## src/rtl/tsd_pkg.sv

```systemverilog
package tsd_pkg;
  typedef enum logic [1:0] {
    ZN_LOW  = 2'd0,
    ZN_MID  = 2'd1,
    ZN_HIGH = 2'd2
  } zone_e;
endpackage

```

## src/rtl/tsd_cfg_check.sv

```systemverilog
module tsd_cfg_check #(
  parameter int ADC_W = 10
) (
  input  logic             clk_i,
  input  logic             rst_ni,
  input  logic [ADC_W-1:0] vil_i,
  input  logic [ADC_W-1:0] vtri_lo_i,
  input  logic [ADC_W-1:0] vtri_hi_i,
  input  logic [ADC_W-1:0] vih_i,
  output logic             err_o
);
  localparam int NTHR = 4;

  logic [ADC_W-1:0] thr [NTHR];
  logic [NTHR-2:0]  pair_ok;
  logic             err_q;

  assign thr[0] = vil_i;
  assign thr[1] = vtri_lo_i;
  assign thr[2] = vtri_hi_i;
  assign thr[3] = vih_i;

  for (genvar i = 0; i < NTHR - 1; i++) begin : g_pair
    assign pair_ok[i] = thr[i] < thr[i+1];
  end

  always_ff @(posedge clk_i or negedge rst_ni) begin
    if (!rst_ni) err_q <= 1'b0;
    else         err_q <= ~&pair_ok;
  end

  assign err_o = err_q;

  p_lo_order_r9: assert property (@(posedge clk_i) disable iff (!rst_ni)
    (vil_i >= vtri_lo_i) |=> err_o);
  p_hi_order_r9: assert property (@(posedge clk_i) disable iff (!rst_ni)
    (vtri_hi_i >= vih_i) |=> err_o);
endmodule

```

## src/rtl/tsd_zone.sv

```systemverilog
module tsd_zone
  import tsd_pkg::*;
#(
  parameter int ADC_W = 10
) (
  input  logic             clk_i,
  input  logic             rst_ni,
  input  logic [ADC_W-1:0] sample_i,
  input  logic [ADC_W-1:0] vil_i,
  input  logic [ADC_W-1:0] vtri_lo_i,
  input  logic [ADC_W-1:0] vtri_hi_i,
  input  logic [ADC_W-1:0] vih_i,
  output zone_e            zone_nxt_o
);
  zone_e zone_q, zone_d;

  // valid levels win from any state; the bands only matter for the state already held
  always_comb begin
    zone_d = zone_q;
    if (sample_i >= vih_i) begin
      zone_d = ZN_HIGH;
    end else if (sample_i <= vil_i) begin
      zone_d = ZN_LOW;
    end else begin
      unique case (zone_q)
        ZN_HIGH: zone_d = (sample_i >= vtri_hi_i) ? ZN_HIGH : ZN_MID;
        ZN_LOW:  zone_d = (sample_i <= vtri_lo_i) ? ZN_LOW  : ZN_MID;
        default: zone_d = ZN_MID;
      endcase
    end
  end

  always_ff @(posedge clk_i or negedge rst_ni) begin
    if (!rst_ni) zone_q <= ZN_MID;
    else         zone_q <= zone_d;
  end

  assign zone_nxt_o = zone_d;

  p_high_band_r4: assert property (@(posedge clk_i) disable iff (!rst_ni)
    (zone_q == ZN_HIGH && sample_i >= vtri_hi_i) |=> zone_q == ZN_HIGH);
  p_low_band_r5: assert property (@(posedge clk_i) disable iff (!rst_ni)
    (zone_q == ZN_LOW && sample_i <= vtri_lo_i && sample_i < vih_i) |=> zone_q == ZN_LOW);
  p_mid_stays_r10: assert property (@(posedge clk_i) disable iff (!rst_ni)
    (zone_q == ZN_MID && sample_i > vil_i && sample_i < vih_i) |=> zone_q == ZN_MID);
endmodule

```

## src/rtl/tsd_holdoff.sv

```systemverilog
module tsd_holdoff #(
  parameter int HOLD_CYC = 20
) (
  input  logic clk_i,
  input  logic rst_ni,
  input  logic in_win_i,
  output logic tri_o
);
  localparam int CW = $clog2(HOLD_CYC + 1);
  localparam logic [CW-1:0] HOLD_V = CW'(HOLD_CYC);

  logic [CW-1:0] cnt_q, cnt_n;
  logic          tri_q;

  // saturating run length of consecutive window samples
  always_comb begin
    if (!in_win_i)             cnt_n = '0;
    else if (cnt_q == HOLD_V)  cnt_n = cnt_q;
    else                       cnt_n = cnt_q + 1'b1;
  end

  always_ff @(posedge clk_i or negedge rst_ni) begin
    if (!rst_ni) begin
      cnt_q <= HOLD_V;
      tri_q <= 1'b1;
    end else begin
      cnt_q <= cnt_n;
      tri_q <= in_win_i && (cnt_n == HOLD_V);
    end
  end

  assign tri_o = tri_q;

  initial begin
    if (HOLD_CYC < 1) $error("HOLD_CYC must be at least 1");
  end

  p_rise_after_run_r6: assert property (@(posedge clk_i) disable iff (!rst_ni)
    $rose(tri_q) |-> cnt_q == HOLD_V);
  p_restart_r7: assert property (@(posedge clk_i) disable iff (!rst_ni)
    !in_win_i |=> (!tri_q && cnt_q == '0));
endmodule

```

## src/rtl/pwm_tristate_dec.sv

```systemverilog
module pwm_tristate_dec
  import tsd_pkg::*;
#(
  parameter int ADC_W    = 10,
  parameter int HOLD_CYC = 20
) (
  input  logic             clk_i,
  input  logic             rst_ni,
  input  logic [ADC_W-1:0] sample_i,
  input  logic [ADC_W-1:0] vil_i,
  input  logic [ADC_W-1:0] vtri_lo_i,
  input  logic [ADC_W-1:0] vtri_hi_i,
  input  logic [ADC_W-1:0] vih_i,
  output logic             cmd_o,
  output logic             tri_o,
  output logic             cfg_err_o
);
  zone_e zone_nxt;
  logic  cmd_q;

  tsd_zone #(.ADC_W(ADC_W)) i_zone (
    .clk_i      (clk_i),
    .rst_ni     (rst_ni),
    .sample_i   (sample_i),
    .vil_i      (vil_i),
    .vtri_lo_i  (vtri_lo_i),
    .vtri_hi_i  (vtri_hi_i),
    .vih_i      (vih_i),
    .zone_nxt_o (zone_nxt)
  );

  tsd_holdoff #(.HOLD_CYC(HOLD_CYC)) i_holdoff (
    .clk_i    (clk_i),
    .rst_ni   (rst_ni),
    .in_win_i (zone_nxt == ZN_MID),
    .tri_o    (tri_o)
  );

  tsd_cfg_check #(.ADC_W(ADC_W)) i_cfg (
    .clk_i     (clk_i),
    .rst_ni    (rst_ni),
    .vil_i     (vil_i),
    .vtri_lo_i (vtri_lo_i),
    .vtri_hi_i (vtri_hi_i),
    .vih_i     (vih_i),
    .err_o     (cfg_err_o)
  );

  // window samples keep the last level
  always_ff @(posedge clk_i or negedge rst_ni) begin
    if (!rst_ni)                  cmd_q <= 1'b0;
    else if (zone_nxt == ZN_HIGH) cmd_q <= 1'b1;
    else if (zone_nxt == ZN_LOW)  cmd_q <= 1'b0;
  end

  assign cmd_o = cmd_q;

  p_high_level_r2: assert property (@(posedge clk_i) disable iff (!rst_ni)
    (sample_i >= vih_i) |=> (cmd_o && !tri_o));
  p_low_level_r3: assert property (@(posedge clk_i) disable iff (!rst_ni)
    (sample_i <= vil_i && sample_i < vih_i) |=> (!cmd_o && !tri_o));
  p_cmd_held_r6: assert property (@(posedge clk_i) disable iff (!rst_ni)
    tri_o |-> $stable(cmd_o));
endmodule

```

## config.mk

```make
export PLATFORM = sky130hd
export DESIGN_NAME = pwm_tristate_dec
export DESIGN_NICKNAME = d
export VERILOG_FILES = /design/src/rtl/tsd_pkg.sv /design/src/rtl/tsd_cfg_check.sv /design/src/rtl/tsd_zone.sv /design/src/rtl/tsd_holdoff.sv /design/src/rtl/pwm_tristate_dec.sv
export SDC_FILE = /design/constraint.sdc
export NUM_CORES = 1
export LEC_CHECK = 0
export ABC_AREA = 0
export BUFFER_PORTS_ARGS = -buffer_cell sky130_fd_sc_hd__buf_2
export CORE_MARGIN = 2
export CORE_UTILIZATION = 49
export DETAILED_ROUTE_END_ITERATION = 10
export PLACE_DENSITY = 0.87
export SLEW_MARGIN = 10
export SYNTH_ARGS = -nofsm -noshare
export SYNTH_HDL_FRONTEND = slang
export SYNTH_SLANG_ARGS = --single-unit
```

## constraint.sdc

```tcl
create_clock -name clk_i -period 1.6 [get_ports clk_i]
set_input_delay 0 -clock clk_i [delete_from_list [all_inputs] [get_ports clk_i]]
set_output_delay 0 -clock clk_i [all_outputs]
set_load 0.02 [all_outputs]
```

==> results.sh <==
export IMPL_antenna_found_initial=0
export IMPL_vias_per_cell=6.96
export IMPL_r2r_end="i_holdoff.tri_o$_DFF_PN1_"
export IMPL_cts_clk_slew_worst_paths_ps=60
export IMPL_grt_setup_unrepaired="true"
export IMPL_grt_overflow_total=0
export IMPL_finalPower_uw=1850
export IMPL_placement_rows=23
export IMPL_dr_wl_met2_microns=4880
export IMPL_finalNetCount=495
export IMPL_dieArea_sq_mm=0.00475
export IMPL_synth_area_sq_mm=0.00206
export IMPL_ctsLongestPathBuffers=2
export IMPL_numCtsBuffers=3
export IMPL_tightest_slew_ps=475
export IMPL_met1Wirelength_microns=3630
export IMPL_grt_pass1_vias=2793
export IMPL_dr_total_vias=2944
export IMPL_cap_viol_max_count=0
export IMPL_finalWeightedCongestion=0.860
export IMPL_worst_ep_arrival_time_ps=2100
export IMPL_slowest_delay_ps=610
export IMPL_timing_hold_worst_class="in -> async"
export IMPL_worst_slack_ps=-332
export IMPL_synthesis_yosys_warnings=0
export IMPL_critPathLaunchType="primary input"
export IMPL_post_synth_cell_area_avg_sq_um=8.57
export IMPL_critical_path_endpoint_type="register"
export IMPL_synth_sequential_area_ratio_pct=12.4
export IMPL_placedCellCount=412
export IMPL_area_growth_synth_to_final_pct=67.2
export IMPL_fp_dieW_microns=68.9
export IMPL_period_needed_ps=1930
export IMPL_grt_max_degree=11
export IMPL_port_buffers=54
export IMPL_cts_h_tree_depth=1
export IMPL_grtUsageTotal_pct=40.0
export IMPL_routed_wirelength_microns=11600
export IMPL_finalCritPeriodShare_pct=121
export IMPL_report_final_setup_viol=9
export IMPL_failed_checks="DRC, setup timing"
export IMPL_ir_drop_uv=580
export IMPL_final_fill_count=181
export IMPL_avgRoutedWirePerCell_microns=27.4
export IMPL_diodes=0
export IMPL_drv_slew=0
export IMPL_grt_pass1_wl_microns=13200
export IMPL_max_clock_freq_ghz=0.517
export IMPL_placeableCoreArea_sq_mm=0.00403
export IMPL_layout_skew_ps=8.08
export IMPL_number_of_enable_type_register_cells_in_the_synthesized_netlist=0
export IMPL_netlist_cell_type_count=44
export IMPL_dieHeight_microns=68.9
export IMPL_cts_tree="yes"
export IMPL_power_static_leakage_uw=0.00180
export IMPL_syn_inst=241
export IMPL_pre_cts_ws_ps=-444
export IMPL_critical_path_cell_by_cell="buf_2 -> inv_1 -> ha_1 -> nand2_2 -> o21ai_4 -> a41oi_1 -> o21ai_1 -> or4b_4 -> nor4_4"
export IMPL_synth_top_cells_by_area="sky130_fd_sc_hd__ha_1 42%, sky130_fd_sc_hd__inv_1 8.5%, sky130_fd_sc_hd__dfrtp_1 7.3%"
export IMPL_max_slew_margin_rel_pct=68.4
export IMPL_synth_nets=362
export IMPL_r2r_start="i_zone.zone_q[0]$_DFF_PN1_"
export IMPL_cts_num_sinks=10
export IMPL_critical_path_max_fanout=7
export IMPL_ctsRootBufferMaster="sky130_fd_sc_hd__clkbuf_8"
export IMPL_outcome="finished with violations"
export IMPL_worstSetupPathType="in -> reg"
export IMPL_detailed_place_hpwl_microns=6080
export IMPL_dr_first_iter_drc_count=492
export IMPL_detail_route_drc_violations=1
export IMPL_routed_wl_met3_microns=1640
export IMPL_worst_skew_pair_late_latency_ps=260
export IMPL_dr_pass1_iters=11
export IMPL_cellPowerDensity_mw_per_mm2=535
export IMPL_timing_reg2reg_worst_path_depth=6
export IMPL_yosysTopAreaCell="sky130_fd_sc_hd__ha_1"
export IMPL_dominantRegCellSynth="sky130_fd_sc_hd__dfrtp_1"
export IMPL_starting_utilization_of_the_core_area_pct=51.2
export IMPL_final_setup_tns_ps=-2210
export IMPL_synth_async_sr_flop_share_pct=100
export IMPL_synth_seq_cells=10
export IMPL_ant_nets=0
export IMPL_route_top_layer_used="met4"
export IMPL_cp_data_required_time_ps=1770
export IMPL_final_layout_size_suffix_gt1_share_pct=52.8
export IMPL_slowest_stage="sky130_fd_sc_hd__or4b_4"
export IMPL_number_of_top_level_pins=55
export IMPL_synth_top_area_share_pct=41.8
export IMPL_regToRegSetupSlack_ps=-320
export IMPL_layout_cells_non_filler=423
export IMPL_report_final_hold_viol_count=0
==> logic make-up after synthesis <==
family	after synthesis	synth area share, %
AO/OA/AOI/OAI	60	20.1
AND/OR/NAND/NOR	49	14.5
adder cells (fa/ha/maj)	69	41.8
XOR/XNOR	4	1.70
buffers and inverters	48	9.09
multiplexers	1	0.485
flip-flops	10	12.4
==> synth_stat cells, types with 4 or more instances <==
cell type / number
sky130_fd_sc_hd__dfrtp_1: 6
sky130_fd_sc_hd__nand2_1: 9
sky130_fd_sc_hd__ha_1: 69
sky130_fd_sc_hd__nor2b_1: 5
sky130_fd_sc_hd__dfstp_2: 4
sky130_fd_sc_hd__nand3_1: 4
sky130_fd_sc_hd__inv_1: 47
sky130_fd_sc_hd__nand2b_1: 4
sky130_fd_sc_hd__o21ai_0: 12
sky130_fd_sc_hd__nor2_1: 8
sky130_fd_sc_hd__a21oi_1: 16
sky130_fd_sc_hd__a21o_1: 9
==> what timing repair did <==
item                                    4_1_cts  5_1_grt
setup buffers                                 4        2
cloned                                        0        0
gates resized for setup                       7       52
hold endpoints to repair                     10        0
hold buffers                                  1        0
endpoints found under the setup margin        8       10
pin swaps                                     5       10
==> state kept, by name (all words and copies together) (netlist names) <==
signal,count
cmd_o,1
i_holdoff.tri_o,1
i_zone.zone_q,2
i_cfg.err_o,1
i_holdoff.cnt_q,5
==> area by class of cell <==
class	count	area, sq um	area share (%)
inverter	47	181	5.26
tap	50	62.6	1.81
sequential	10	255	7.40
multi-input combinational	183	2030	58.8
clock buffer	4	55.1	1.60
timing repair buffer	129	866	25.1
==> worst max-delay path: cells and delay by family <==
kind | cells | cell delay (ps)
AOI/OAI and AO/OA | 3 | 590
adders and majority gates | 1 | 370
buffers and inverters | 2 | 210
and+or+nand+nor | 3 | 920
==> worst max-delay path by stage <==
| stage | startpoint | end | slack, ps | cells after the start |
|---|---|---|---|---|
| 3_5_place_dp | vtri_lo_i[8] | i_holdoff.tri_o$_DFF_PN1_ | -440 | 9 |
| 3_3_place_gp | sample_i[2] | i_holdoff.tri_o$_DFF_PN1_ | -340 | 8 |
| 4_1_cts | i_zone.zone_q[0]$_DFF_PN1_ | i_holdoff.tri_o$_DFF_PN1_ | -150 | 6 |
| 6_report | vtri_lo_i[8] | i_holdoff.tri_o$_DFF_PN1_ | -330 | 9 |
| 2_1_floorplan | i_zone.zone_q[0]$_DFF_PN1_ | i_holdoff.tri_o$_DFF_PN1_ | -80 | 7 |
| 5_1_grt | vtri_lo_i[6] | i_cfg.err_o$_DFF_PN0_ | -450 | 9 |
==> routing by layer <==
layer	vias up	global-route usage [%]
li1	1148	-
met1	1287	38.1
met2	347	66.3
met3	162	15.3
met4	0	36.0
met5	-	0
==> power breakdown <==
group          internal [uW]  switching [uW]
Clock                    219             137
Sequential               277            18.3
Combinational            555             641
Total                   1050             796
==> through the flow <==
step | hold WS, ps | cell area (sq um) | util [%]
after floorplan | -296 | 2180 | -
after global routing | 183 | 3450 | 85.7
final | 185 | 3450 | 85.7
after detailed placement | -135 | 3030 | 75.2
after global placement | -140 | 3030 | 75.2
after CTS | 162 | 3170 | 78.8
==> cell usage in the layout (no fill, tap or decap), types with 3 or more instances in the layout <==
master,count
sky130_fd_sc_hd__buf_4,74
sky130_fd_sc_hd__ha_1,51
sky130_fd_sc_hd__buf_2,50
sky130_fd_sc_hd__inv_1,38
sky130_fd_sc_hd__ha_4,17
sky130_fd_sc_hd__a21oi_1,12
sky130_fd_sc_hd__a21o_1,9
sky130_fd_sc_hd__inv_2,7
sky130_fd_sc_hd__o21ai_0,6
sky130_fd_sc_hd__dfrtp_1,6
sky130_fd_sc_hd__nand2_2,5
sky130_fd_sc_hd__nor2b_1,4
sky130_fd_sc_hd__nand2b_1,4
sky130_fd_sc_hd__nor2_1,4
sky130_fd_sc_hd__clkbuf_8,4
sky130_fd_sc_hd__dfstp_2,4
sky130_fd_sc_hd__nand2_1,3
sky130_fd_sc_hd__o21ai_1,3
sky130_fd_sc_hd__nand4_1,3
sky130_fd_sc_hd__nand3_1,3
sky130_fd_sc_hd__o2111ai_1,3
(Power assumes the default switching activity.)
